### src/rtl/xlat_pkg.sv
package xlat_pkg;
   localparam int DEF_VA_W      = 32;
   localparam int DEF_PA_W      = 32;
   localparam int DEF_PAGE_BITS = 12;
   localparam int DEF_ENTRIES   = 16;

   typedef enum logic [1:0] {
      VICT_EMPTY = 2'd0,
      VICT_COLD  = 2'd1,
      VICT_ROT   = 2'd2
   } vict_src_e;
endpackage

### src/rtl/xlat_match.sv
module xlat_match #(
   parameter int ENTRIES = 16,
   parameter int TAG_W   = 20,
   localparam int IDX_W  = $clog2(ENTRIES)
) (
   input  logic [ENTRIES-1:0]            valid_i,
   input  logic [ENTRIES-1:0][TAG_W-1:0] tags_i,
   input  logic [TAG_W-1:0]              key_i,
   output logic [ENTRIES-1:0]            match_o,
   output logic                          any_o,
   output logic [IDX_W-1:0]              idx_o
);
   for (genvar e = 0; e < ENTRIES; e++) begin : g_cmp
      assign match_o[e] = valid_i[e] && (tags_i[e] == key_i);
   end

   assign any_o = |match_o;

   always_comb begin
      idx_o = '0;
      for (int e = ENTRIES - 1; e >= 0; e--) begin
         if (match_o[e]) idx_o = IDX_W'(e);
      end
   end
endmodule

### src/rtl/xlat_victim.sv
module xlat_victim
   import xlat_pkg::*;
#(
   parameter int ENTRIES = 16,
   localparam int IDX_W  = $clog2(ENTRIES)
) (
   input  logic [ENTRIES-1:0] valid_i,
   input  logic [ENTRIES-1:0] ref_i,
   input  logic [IDX_W-1:0]   rot_i,
   output logic [IDX_W-1:0]   idx_o,
   output vict_src_e          src_o
);
   logic [ENTRIES-1:0] empty_v, cold_v;
   logic [IDX_W-1:0]   empty_idx, cold_idx;

   assign empty_v = ~valid_i;
   assign cold_v  = ~ref_i;

   always_comb begin
      empty_idx = '0;
      cold_idx  = '0;
      for (int e = ENTRIES - 1; e >= 0; e--) begin
         if (empty_v[e]) empty_idx = IDX_W'(e);
         if (cold_v[e])  cold_idx  = IDX_W'(e);
      end
   end

   always_comb begin
      if (|empty_v) begin
         src_o = VICT_EMPTY;
         idx_o = empty_idx;
      end else if (|cold_v) begin
         src_o = VICT_COLD;
         idx_o = cold_idx;
      end else begin
         src_o = VICT_ROT;
         idx_o = rot_i;
      end
   end
endmodule

### src/rtl/xlat_buffer.sv
module xlat_buffer
   import xlat_pkg::*;
#(
   parameter int VA_W      = DEF_VA_W,
   parameter int PA_W      = DEF_PA_W,
   parameter int PAGE_BITS = DEF_PAGE_BITS,
   parameter int ENTRIES   = DEF_ENTRIES,
   localparam int VPN_W    = VA_W - PAGE_BITS,
   localparam int PPN_W    = PA_W - PAGE_BITS,
   localparam int IDX_W    = $clog2(ENTRIES)
) (
   input  logic             clk,
   input  logic             rst,
   input  logic             lk_valid,
   input  logic [VA_W-1:0]  lk_vaddr,
   input  logic             lk_write,
   input  logic             lk_super,
   output logic             lk_hit,
   output logic             lk_miss,
   output logic             lk_fault,
   output logic             lk_wb,
   output logic [PA_W-1:0]  lk_paddr,
   output logic             lk_ref,
   output logic             lk_dirty,
   input  logic             refill_valid,
   input  logic [VPN_W-1:0] refill_vpn,
   input  logic [PPN_W-1:0] refill_ppn,
   input  logic             refill_super,
   input  logic             clear_ref
);
   // elaboration-time parameter checks
   if (ENTRIES < 2 || (1 << IDX_W) != ENTRIES) begin : g_bad_entries
      $error("xlat_buffer: ENTRIES must be a power of two, at least 2");
   end
   if (PAGE_BITS < 1 || PAGE_BITS >= VA_W || PAGE_BITS >= PA_W) begin : g_bad_page
      $error("xlat_buffer: PAGE_BITS must be smaller than both address widths");
   end

   // entry storage
   logic [ENTRIES-1:0]            valid_q, ref_q, dirty_q, sup_q;
   logic [ENTRIES-1:0][VPN_W-1:0] tag_q;
   logic [ENTRIES-1:0][PPN_W-1:0] ppn_q;
   logic [IDX_W-1:0]              rot_q;

   // lookup path
   logic [VPN_W-1:0]   lk_vpn;
   logic [ENTRIES-1:0] lk_match;
   logic               lk_any;
   logic [IDX_W-1:0]   lk_idx;
   logic               lk_denied;

   assign lk_vpn = lk_vaddr[VA_W-1:PAGE_BITS];

   xlat_match #(.ENTRIES(ENTRIES), .TAG_W(VPN_W)) u_lk_match (
      .valid_i (valid_q),
      .tags_i  (tag_q),
      .key_i   (lk_vpn),
      .match_o (lk_match),
      .any_o   (lk_any),
      .idx_o   (lk_idx)
   );

   assign lk_denied = sup_q[lk_idx] && !lk_super;
   assign lk_hit    = lk_valid && lk_any && !lk_denied;
   assign lk_fault  = lk_valid && lk_any && lk_denied;
   assign lk_miss   = lk_valid && !lk_any;
   assign lk_wb     = lk_hit;
   assign lk_paddr  = lk_hit ? {ppn_q[lk_idx], lk_vaddr[PAGE_BITS-1:0]} : '0;
   assign lk_ref    = lk_hit && ref_q[lk_idx];
   assign lk_dirty  = lk_hit && dirty_q[lk_idx];

   // refill path
   logic [ENTRIES-1:0] rf_match;
   logic               rf_any;
   logic [IDX_W-1:0]   rf_match_idx, vict_idx, rf_idx;
   vict_src_e          vict_src;

   xlat_match #(.ENTRIES(ENTRIES), .TAG_W(VPN_W)) u_rf_match (
      .valid_i (valid_q),
      .tags_i  (tag_q),
      .key_i   (refill_vpn),
      .match_o (rf_match),
      .any_o   (rf_any),
      .idx_o   (rf_match_idx)
   );

   xlat_victim #(.ENTRIES(ENTRIES)) u_victim (
      .valid_i (valid_q),
      .ref_i   (ref_q),
      .rot_i   (rot_q),
      .idx_o   (vict_idx),
      .src_o   (vict_src)
   );

   assign rf_idx = rf_any ? rf_match_idx : vict_idx;

   // rotating pointer
   always_ff @(posedge clk) begin
      if (rst) begin
         rot_q <= '0;
      end else if (refill_valid && !rf_any && vict_src == VICT_ROT) begin
         rot_q <= rot_q + 1'b1;
      end
   end

   // entry state: refill beats access update, access update beats clear
   always_ff @(posedge clk) begin
      if (rst) begin
         valid_q <= '0;
         ref_q   <= '0;
         dirty_q <= '0;
      end else begin
         for (int e = 0; e < ENTRIES; e++) begin
            if (refill_valid && rf_idx == IDX_W'(e)) begin
               valid_q[e] <= 1'b1;
               ref_q[e]   <= 1'b0;
               dirty_q[e] <= 1'b0;
            end else if (lk_hit && lk_idx == IDX_W'(e)) begin
               ref_q[e] <= 1'b1;
               if (lk_write) dirty_q[e] <= 1'b1;
            end else if (clear_ref) begin
               ref_q[e] <= 1'b0;
            end
         end
      end
   end

   always_ff @(posedge clk) begin
      for (int e = 0; e < ENTRIES; e++) begin
         if (!rst && refill_valid && rf_idx == IDX_W'(e)) begin
            tag_q[e] <= refill_vpn;
            ppn_q[e] <= refill_ppn;
            sup_q[e] <= refill_super;
         end
      end
   end
endmodule

### config.mk
export PLATFORM = sky130hd
export DESIGN_NAME = xlat_buffer
export DESIGN_NICKNAME = d
export VERILOG_FILES = /design/src/rtl/xlat_pkg.sv /design/src/rtl/xlat_match.sv /design/src/rtl/xlat_victim.sv /design/src/rtl/xlat_buffer.sv
export SDC_FILE = /design/constraint.sdc
export NUM_CORES = 1
export LEC_CHECK = 0
export BUFFER_PORTS_ARGS = -buffer_cell sky130_fd_sc_hd__buf_2
export CORE_MARGIN = 2
export CORE_UTILIZATION = 53
export CTS_BUF_LIST = sky130_fd_sc_hd__clkbuf_4
export CTS_CLUSTER_DIAMETER = 200
export CTS_CLUSTER_SIZE = 24
export DETAILED_ROUTE_END_ITERATION = 10
export PLACE_DENSITY_LB_ADDON = 0.15
export SLEW_MARGIN = 10
export SYNTH_ARGS = -nofsm -noshare
export SYNTH_HDL_FRONTEND = slang
export SYNTH_SLANG_ARGS = --single-unit
### constraint.sdc
create_clock -name clk -period 5 [get_ports clk]
set_input_delay 0.25 -clock clk [delete_from_list [all_inputs] [get_ports clk]]
set_output_delay 0.25 -clock clk [all_outputs]
set_load 0.05 [all_outputs]
==> results of run 1 <==
-- final cells by class --
type	count	area share
timing repair buffer	392	0.0924
antenna	1	0.0000634
tap	864	0.0274
inverter	20	0.00190
clock inverter	4	0.000887
multi-input combinational	1810	0.342
clock buffer	55	0.0105
sequential	708	0.525
-- layout by cell type, fill, tap and decap left out, types with 9 or more instances in the layout --
cell type / Yosys / layout
a211oi_1: 68 / 66
a21boi_1: 12 / 12
a21oi_1: 106 / 106
a31oi_1: 18 / 18
and2_2: 0 / 16
and3_1: 20 / 20
buf_12: 0 / 44
buf_2: 47 / 83
buf_4: 20 / 188
buf_6: 26 / 21
clkbuf_4: 0 / 56
dfxtp_1: 52 / 52
dlygate4sd3_1: 0 / 46
edfxtp_1: 656 / 656
inv_1: 20 / 20
mux2_2: 23 / 23
mux2i_1: 91 / 91
nand2_1: 93 / 93
nand2b_1: 18 / 18
nand3_1: 64 / 64
nand4_1: 159 / 159
nand4b_1: 10 / 10
nor2_1: 54 / 53
nor2b_1: 85 / 85
nor3_1: 26 / 23
nor3_4: 0 / 15
nor4_1: 101 / 93
nor4_2: 2 / 9
o21ai_0: 56 / 42
o21ai_1: 1 / 12
o22ai_1: 24 / 22
or3b_2: 9 / 9
xnor2_1: 412 / 412
xor2_1: 231 / 231
-- flip-flops by register name, indices dropped and copies added, names as in the netlist --
name,cells
ref_q,16
ppn_q,320
valid_q,16
sup_q,16
tag_q,320
dirty_q,16
rot_q,4
-- through the flow --
| stage | hold slack, ns | instances |
|---|---|---|
| after floorplan | 0.349 | 2695 |
| after global placement | 0.465 | 3713 |
| after detailed placement | 0.457 | 3713 |
| after CTS | 0.139 | 3827 |
| after global routing | 0.0979 | 3854 |
| final | 0.105 | 3854 |
-- timing repair --
action	in CTS	in global routing
endpoints found under the hold margin	655	0
pin swaps	8	24
gates cloned	3	7
buffers inserted	6	19
resized for setup	39	104
setup endpoints to repair	37	37
hold buffers	46	0
-- worst max-delay path, stage by stage (launching register included) --
cell and delay, ns:
edfxtp_1 0.48, xor2_1 0.17, nor4_2 0.36, nand4_1 0.20, nor4_4 0.43, nand3b_1 0.25, nand2b_1 0.25, o22ai_1 0.23
nand2_1 0.08, mux2_2 0.27, nand3_1 0.10, a211o_4 0.18, nand2_8 0.12, clkbuf_16 0.24, nor3_2 0.17, buf_4 0.22
-- per-layer routing --
metal  track usage  vias up  part of all wire
met1         0.421    11900              0.40
met3        0.0369      239             0.070
met4         0.123        2             0.044
li1              -    10600                 -
met2         0.535     1136              0.48
met5             0        -           0.00015
-- how the worst min path moves through the flow --
stage                                         from  cells after the start                        to
final                                     lk_super                      7  dirty_q[11]$_SDFFE_PP0P_
after global routing                      lk_super                      7   dirty_q[2]$_SDFFE_PP0P_
after CTS                           refill_ppn[10]                      2      ppn_q[130]$_DFFE_PP_
after detailed placement   dirty_q[0]$_SDFFE_PP0P_                      1   dirty_q[0]$_SDFFE_PP0P_
after global placement    dirty_q[10]$_SDFFE_PP0P_                      2  dirty_q[10]$_SDFFE_PP0P_
after floorplan                      refill_ppn[0]                      0        ppn_q[0]$_DFFE_PP_
-- cells by family after synthesis --
| logic type | count (synthesis) | share of synthesized area |
|---|---|---|
| and+or+nand+nor | 719 | 0.122 |
| DFF | 708 | 0.594 |
| xor gates and xnor gates | 643 | 0.161 |
| AOI/OAI and AO/OA | 330 | 0.0598 |
| buffers and inverters | 180 | 0.0288 |
| muxes | 114 | 0.0335 |
| adders and majority gates | 1 | 0.000359 |
-- power breakdown --
part / leakage [nW] / total, mW / internal, mW / switching [mW]
combinational: 6.64 / 0.916 / 0.335 / 0.582
sequential: 6.33 / 6.51 / 6.50 / 0.0166
clock: 0.264 / 2.26 / 0.503 / 1.76
total: 13.2 / 9.69 / 7.33 / 2.36
==> results.py, run 1 <==
metrics = {
    "outcome": {
        "status": "finished clean",
    },
    "clocking": {
        "insertion_delay_ns": 0.92,
        "h-tree-depth": 2,
        "clockBufferDepth": 3,
        "cts.sinks": 708,
        "cts_made_buffers": 35,
        "tritoncts": "yes",
        "cts_root_buf": "clkbuf_4",
        "cts.clk_slew.worst_paths_ns": 0.27,
    },
    "logic_synthesis": {
        "ys.flop_type": "edfxtp_1",
        "yosys-top-cells-area": "edfxtp_1, xnor2_1, xor2_1",
        "yosysWarningCount": 0,
        "yosys_register_bits": 708,
        "synth_commonest_cells": "edfxtp_1, xnor2_1, xor2_1",
        "async_reset_ff_frac": 0,
        "netlist_area_sq_mm": 0.0349,
        "yosysTopAreaCellShare": 0.565,
        "syn-num-nets": 2776,
        "syn_inst": 2695,
        "syn_area_per_cell_sq_um": 12.9,
        "synth_edf_count": 656,
        "seq_area_frac_synth": 0.594,
        "synthMostInstantiatedCell": "edfxtp_1",
        "yosys.area.top_type": "edfxtp_1",
        "synth_cell_types": 83,
    },
    "worst_setup_path": {
        "worstPathRequired_ns": 4.75,
        "critical_path_class": "register to output port",
        "r2r_cells": 13,
        "end_kind": "output port",
        "cp-start-kind": "register",
        "path_max_fanout": 7,
        "r2r-start": "tag_q[218]$_DFFE_PP_",
        "r2r-end": "ppn_q[190]$_DFFE_PP_",
        "endpoint": "lk_paddr[27]",
        "crit_path_start": "tag_q[97]$_DFFE_PP_",
        "critPathArrivalTime_ns": 4.65,
        "rrSetupSlack_ns": 0.71,
    },
    "detailed_routing": {
        "drtPass1Iterations": 6,
        "routed_wl_um": 109000,
        "drtIter0Drc": 2603,
        "avgRoutedWirePerCell_um": 28.4,
        "viasPerCell": 6.20,
        "route.vias.total": 23900,
        "drcViolationCount": 0,
        "drtAntennaViolNets": 0,
    },
    "sta": {
        "setup_violations": 0,
        "finClkSkew_ns": 0.0507,
        "tightestPinTransition_ns": 0.827,
        "fin_crit_sh": 0.980,
        "slew_viol_final": 0,
        "slew_headroom": 0.444,
        "hold_viol": 0,
        "post-route-min-period_ns": 4.90,
        "final.setup.tns_ns": 0,
        "fin_ws_ns": 0.0977,
        "rsz0062_at_grt": "true",
        "fmax_mhz": 204,
    },
    "floorplan": {
        "rows": 94,
        "start_util": 0.533,
        "io_pins": 118,
        "die_w_um": 261,
        "die_height_um": 261,
        "core_sq_mm": 0.0655,
        "dieArea_sq_mm": 0.0679,
    },
    "placed_design": {
        "preCtsSetupSlack_ns": 0.257,
        "dp.final_hpwl_um": 73300,
        "gp_congestion": 0.966,
        "io_buffers": 117,
        "place_area_sq_mm": 0.0377,
    },
    "layout": {
        "multi_input_area_sq_mm": 0.0135,
        "finalInstanceArea_sq_mm": 0.0395,
        "nets": 3048,
        "areaGrowthSynthToFinish_pct": 13.2,
        "post-route-util": 0.603,
        "drive_gt1_frac": 0.175,
        "final-seq-area_sq_mm": 0.0207,
        "fill_cells": 5156,
    },
    "pwr": {
        "power_mw": 9.69,
        "vdd_drop_max_uv": 258,
        "power.leakage_nw": 13.2,
        "cellPowerDensity_mw_per_mm2": 245,
    },
    "global_route": {
        "antenna_found_initial": 3,
        "grt_pass1_wl_um": 157000,
        "gr-usage-all-layers": 0.317,
        "grt_overflow": 0,
        "grt_max_degree": 46,
        "grt_pass1_vias": 23700,
    },
    "run": {
        "max-cap-violations": 0,
    },
    "hold_path": {
        "hp-class": "input pin to register",
    },
}
(Power assumes the default switching activity.)
==> run 2, diff against run 1 <==
Settings changed: CORE_ASPECT_RATIO set to 1.25, CORE_UTILIZATION 53 to 30.
==> results.py, run 2 (synthesis gave the netlist of run 1 again) <==
metrics = {
    "sta": {
        "rsz0062_at_grt": "true",
        "slew_headroom": 0.425,
        "setup_violations": 1,
        "fin_crit_sh": 1.00,
        "tightestPinTransition_ns": 0.854,
        "holdWs_ns": 0.166,
        "post-route-min-period_ns": 5.02,
        "finClkSkew_ns": 0.110,
        "fmax_mhz": 199,
        "hold_viol": 0,
        "slew_viol_final": 0,
        "fin_ws_ns": -0.0164,
    },
    "floorplan": {
        "core_sq_mm": 0.115,
        "dieArea_sq_mm": 0.119,
        "start_util": 0.303,
        "die_height_um": 385,
        "rows": 139,
        "die_w_um": 309,
        "io_pins": 118,
    },
    "clocking": {
        "cts_root_buf": "clkbuf_4",
        "tritoncts": "yes",
        "insertion_delay_ns": 0.97,
        "cts_made_buffers": 35,
        "clockBufferDepth": 3,
        "cts.clk_slew.worst_paths_ns": 0.26,
        "cts.sinks": 708,
        "h-tree-depth": 2,
    },
    "global_route": {
        "grt_pass1_wl_um": 179000,
        "antenna_found_initial": 7,
        "grt_pass1_vias": 24500,
        "grt_max_degree": 41,
        "gr-usage-all-layers": 0.210,
        "grt_overflow": 0,
    },
    "layout": {
        "layout_commonest_cell": "edfxtp_1",
        "drive_gt1_frac": 0.198,
        "areaGrowthSynthToFinish_pct": 18.7,
        "finalNonFillerCells": 4585,
        "top_regs": "ppn_q x320, tag_q x320",
        "layout_common_cells": "edfxtp_1, xnor2_1, xor2_1, buf_4, nand4_1",
        "nets": 3090,
    },
    "pwr": {
        "power.leakage_nw": 13.7,
        "clkPwrFrac": 0.238,
        "switchingPower_mw": 2.47,
        "p_comb_frac": 0.098,
        "vdd_drop_max_uv": 236,
        "intPower_mw": 7.33,
        "power.sequential.fraction": 0.664,
        "cellPowerDensity_mw_per_mm2": 237,
        "swShare": 0.252,
    },
    "worst_setup_path": {
        "cpLargestDelayFamily": "simple AND/OR/NAND/NOR gates",
        "critPathArrivalTime_ns": 4.77,
        "critical_path_class": "register to output port",
        "cp-start-kind": "register",
        "end_kind": "output port",
        "critPathMaxStageDelay_ns": 0.51,
        "cp_cell_sequence": "xnor2_1 -> nand4_1 -> nor4_4 -> nand4_1 -> buf_4 -> nand4_1 -> or3b_4 -> o22ai_1 -> nand2_1 -> mux2_4 -> nand3_1 -> a211o_1 -> nand2_4 -> buf_8 -> nor3_4 -> buf_6 -> buf_12",
        "path_max_fanout": 5,
        "cp_num_buf_inv": 4,
        "worstPathRequired_ns": 4.75,
        "worst_path_max_delay_cell": "edfxtp_1",
        "cpMostUsedCell": "nand4_1",
    },
    "detailed_routing": {
        "avgRoutedWirePerCell_um": 27.7,
        "drtAntennaViolNets": 0,
        "drcViolationCount": 0,
        "routed_wl_um": 127000,
        "viasPerCell": 5.21,
        "drtPass1Iterations": 6,
        "drtIter0Drc": 1843,
        "route.vias.total": 23900,
    },
    "placed_design": {
        "io_buffers": 117,
        "dp_cells": 4417,
        "dp.final_hpwl_um": 86800,
        "gp_congestion": 0.926,
    },
    "outcome": {
        "status": "complete, but fails checks",
        "violations": "setup timing",
    },
    "run": {
        "max-cap-violations": 0,
    },
    "hold_path": {
        "hp-class": "input pin to register",
    },
}
run 2: cell types whose count changed in the layout (fill, tap and decap cells not counted), moves of 6 or more:
| cell | before | now |
|---|---|---|
| o21ai_2 | 2 | 11 |
| o22ai_1 | 22 | 11 |
| buf_6 | 21 | 28 |
| buf_2 | 83 | 92 |
| o21ai_0 | 42 | 32 |
| xnor2_2 | 0 | 7 |
| xnor2_1 | 412 | 405 |
| bufbuf_16 | 0 | 7 |
| o22ai_2 | 2 | 13 |
| buf_4 | 188 | 182 |
| buf_12 | 44 | 72 |
run 2: what timing repair did:
action | in CTS | in global routing
pin swaps | 53 | 9
cloned | 10 | 0
hold endpoints to repair | 656 | 0
resized for setup | 141 | 30
buffers inserted | 42 | 10
hold buffers | 46 | 0
setup endpoints to repair | 37 | 37
run 2: area by class of cell:
cell class                      count  area (sq um)
Multi-Input combinational cell   1807         13700
Clock inverter                      4          41.3
Inverter                           20          75.1
Clock buffer                       54           405
Timing Repair Buffer              437          4520
Fill cell                       11400         73700
Antenna cell                        4          10.0
Tap cell                         1551          1940
Sequential cell                   708         20700
run 2: through the flow:
stage               power, mW  setup slack [ns]  cell area, sq um   util  setup TNS [ns]
floorplan                7.11             0.742             34900      -               0
global placement         7.55             0.127             39000  0.339               0
detailed placement       7.55             0.112             39000  0.339               0
CTS                      9.92           -0.0275             41200  0.358          -0.116
global route             10.1            -0.214             41400  0.360           -5.12
finish                   9.81           -0.0164             41400  0.360         -0.0164
run 2: metal layers:
metal  vias to the layer above  track usage  wire length, um
met5                         -            0               25
met4                         6       0.0786             5240
met3                       212       0.0229             5470
met2                       753        0.373            63700
met1                     12300        0.261            52600
li1                      10600            -                -
run 2: power by group through the flow:
stage          clock network, mW  logic [mW]  registers [mW]
2_1_floorplan                  0       0.470            6.64
3_3_place_gp                   0       0.912            6.64
3_5_place_dp                   0       0.911            6.64
4_1_cts                     2.45       0.955            6.51
5_1_grt                     2.60        1.01            6.52
6_report                    2.33       0.958            6.51
run 2: final timing paths:
check / cells past startpoint / endpoint / slack (ns) / start
hold / removal: 2 / ppn_q[67]$_DFFE_PP_ / 0.17 / refill_ppn[7]
setup reg to reg: 14 / ppn_q[256]$_DFFE_PP_ / 0.53 / tag_q[100]$_DFFE_PP_
hold reg to reg: 1 / dirty_q[0]$_SDFFE_PP0P_ / 0.52 / dirty_q[0]$_SDFFE_PP0P_
setup / recovery: 17 / lk_ref / -0.02 / tag_q[206]$_DFFE_PP_
==> run 3, diff against run 2 <==
Settings changed: CORE_ASPECT_RATIO 1.25 to 1.1.
==> results.py, run 3 (synthesis gave the netlist of run 1 again) <==
metrics = {
    "detailed_routing": {
        "viasPerCell": 5.20,
        "route.vias.total": 23800,
        "drtPass1Iterations": 7,
        "drtIter0Drc": 1840,
        "drtAntennaViolNets": 0,
        "avgRoutedWirePerCell_um": 27.6,
        "drcViolationCount": 0,
        "routed_wl_um": 126000,
    },
    "global_route": {
        "grt_util_met3": 0.0214,
        "grt_overflow": 0,
        "use_met1": 0.265,
        "grt_pass1_wl_um": 176000,
        "antenna_found_initial": 5,
        "grtUsageMet2": 0.352,
        "gr-usage-all-layers": 0.204,
        "grt_pass1_vias": 24100,
        "grt_max_degree": 43,
        "grt_busiest_layer": "met2",
    },
    "floorplan": {
        "io_pins": 118,
        "die_w_um": 329,
        "start_util": 0.301,
        "die_height_um": 362,
        "core_sq_mm": 0.116,
        "rows": 131,
        "dieArea_sq_mm": 0.119,
    },
    "sta": {
        "hold_viol": 0,
        "holdWs_ns": 0.107,
        "fin_crit_sh": 0.990,
        "tightestPinTransition_ns": 0.895,
        "slew_viol_final": 0,
        "rsz0062_at_grt": "true",
        "slew_headroom": 0.398,
        "final.setup.tns_ns": 0,
        "finClkSkew_ns": 0.119,
        "post-route-min-period_ns": 4.95,
        "setup_violations": 0,
        "fmax_mhz": 202,
    },
    "layout": {
        "layout_common_cells": "edfxtp_1, xnor2_1, xor2_1, buf_4, nand4_1",
        "top_regs": "ppn_q x320, tag_q x320",
        "drive_gt1_frac": 0.205,
        "finalInstanceArea_sq_mm": 0.0416,
        "post-route-util": 0.359,
        "nets": 3113,
        "areaGrowthSynthToFinish_pct": 19.2,
        "finalNonFillerCells": 4586,
        "layout_commonest_cell": "edfxtp_1",
    },
    "worst_setup_path": {
        "cp_num_buf_inv": 6,
        "critPathMaxStageDelay_ns": 0.55,
        "end_kind": "output port",
        "worst_path_max_delay_cell": "edfxtp_1",
        "cpLargestDelayFamily": "simple AND/OR/NAND/NOR gates",
        "cp_cell_sequence": "xnor2_2 -> nand4_1 -> nor4_4 -> nand4_1 -> buf_6 -> nor3_4 -> o41ai_4 -> buf_4 -> o21ai_4 -> buf_12 -> nand2_1 -> a32oi_1 -> nor2_1 -> a211o_4 -> buf_4 -> buf_8 -> and3_1 -> buf_4",
        "critical_path_class": "register to output port",
        "critPathArrivalTime_ns": 4.70,
        "cp-start-kind": "register",
        "worstPathRequired_ns": 4.75,
        "path_max_fanout": 31,
        "cpMostUsedCell": "buf_4",
    },
    "clocking": {
        "h-tree-depth": 2,
        "cts_made_buffers": 35,
        "tritoncts": "yes",
        "cts_root_buf": "clkbuf_4",
        "insertion_delay_ns": 1.03,
        "cts.sinks": 708,
        "cts.clk_slew.worst_paths_ns": 0.25,
        "clockBufferDepth": 3,
    },
    "pwr": {
        "power.leakage_nw": 13.8,
        "cellPowerDensity_mw_per_mm2": 236,
        "vdd_drop_max_uv": 236,
    },
    "placed_design": {
        "place_area_sq_mm": 0.0388,
        "dp.final_hpwl_um": 84500,
        "gp_congestion": 0.900,
        "io_buffers": 117,
        "dp_cells": 4378,
    },
    "outcome": {
        "status": "finished clean",
    },
    "run": {
        "max-cap-violations": 0,
    },
    "hold_path": {
        "hp-class": "input pin to register",
    },
}
-- run 3: cell types whose count changed in the layout (fill, tap and decap cells not counted), moves of 7 or more --
cell	change
buf_4	+42
buf_2	-12
dlygate4sd3_1	+10
buf_12	-9
buf_6	-9
clkbuf_16	+8
o22ai_1	+7
o22ai_2	-7
-- run 3: per-stage QoR --
stage,power (mW),setup WS [ns]
global placement,7.54,0.0508
global route,10.1,-0.185
finish,9.83,0.0520
floorplan,7.11,0.742
CTS,9.93,-0.102
detailed placement,7.54,0.0469
-- run 3: final cells by class --
type / count / area [sq um]
Antenna cell: 3 / 7.51
Clock buffer: 55 / 413
Clock inverter: 4 / 41.3
Fill cell: 11200 / 74100
Inverter: 20 / 75.1
Multi-Input combinational cell: 1807 / 13800
Sequential cell: 708 / 20700
Tap cell: 1529 / 1910
Timing Repair Buffer: 460 / 4570
-- run 3: routing by layer --
metal | wire [um] | part of all wire
met1 | 54300 | 0.43
met2 | 62200 | 0.49
met3 | 5160 | 0.041
met4 | 4750 | 0.038
met5 | 27 | 0.00021
-- run 3: what timing repair did --
item                                    4_1_cts  5_1_grt
endpoints found under the setup margin       37       37
buffers inserted                             26       54
gates cloned                                  3        9
gates resized for setup                      81      128
pin swaps                                    16       34
hold buffers                                 56        0
hold endpoints to repair                    697        0
-- run 3: worst register-to-register path, cell delays in order (launching register included) --
cell	delay, ns
edfxtp_1	0.51
xnor2_1	0.25
or3b_2	0.46
nor4_1	0.36
nand4_1	0.39
nand2_1	0.35
nor3_1	0.15
a21boi_0	0.16
nand2b_1	0.21
nor3b_2	0.46
nor2b_1	0.27
and2_2	0.36
buf_12	0.23
-- run 3: final timing paths --
path | startpoint | to | slack [ns] | cells past startpoint
min reg2reg | dirty_q[0]$_SDFFE_PP0P_ | dirty_q[0]$_SDFFE_PP0P_ | 0.51 | 1
max reg2reg | tag_q[177]$_DFFE_PP_ | ppn_q[197]$_DFFE_PP_ | 0.52 | 12
min | lk_super | dirty_q[2]$_SDFFE_PP0P_ | 0.11 | 8
max | tag_q[168]$_DFFE_PP_ | lk_paddr[6] | 0.05 | 18
-- run 3: where the power goes --
group / switching [mW] / internal, mW / leakage (nW)
Combinational: 0.617 / 0.339 / 7.23
Sequential: 0.0179 / 6.50 / 6.33
Clock: 1.86 / 0.505 / 0.268
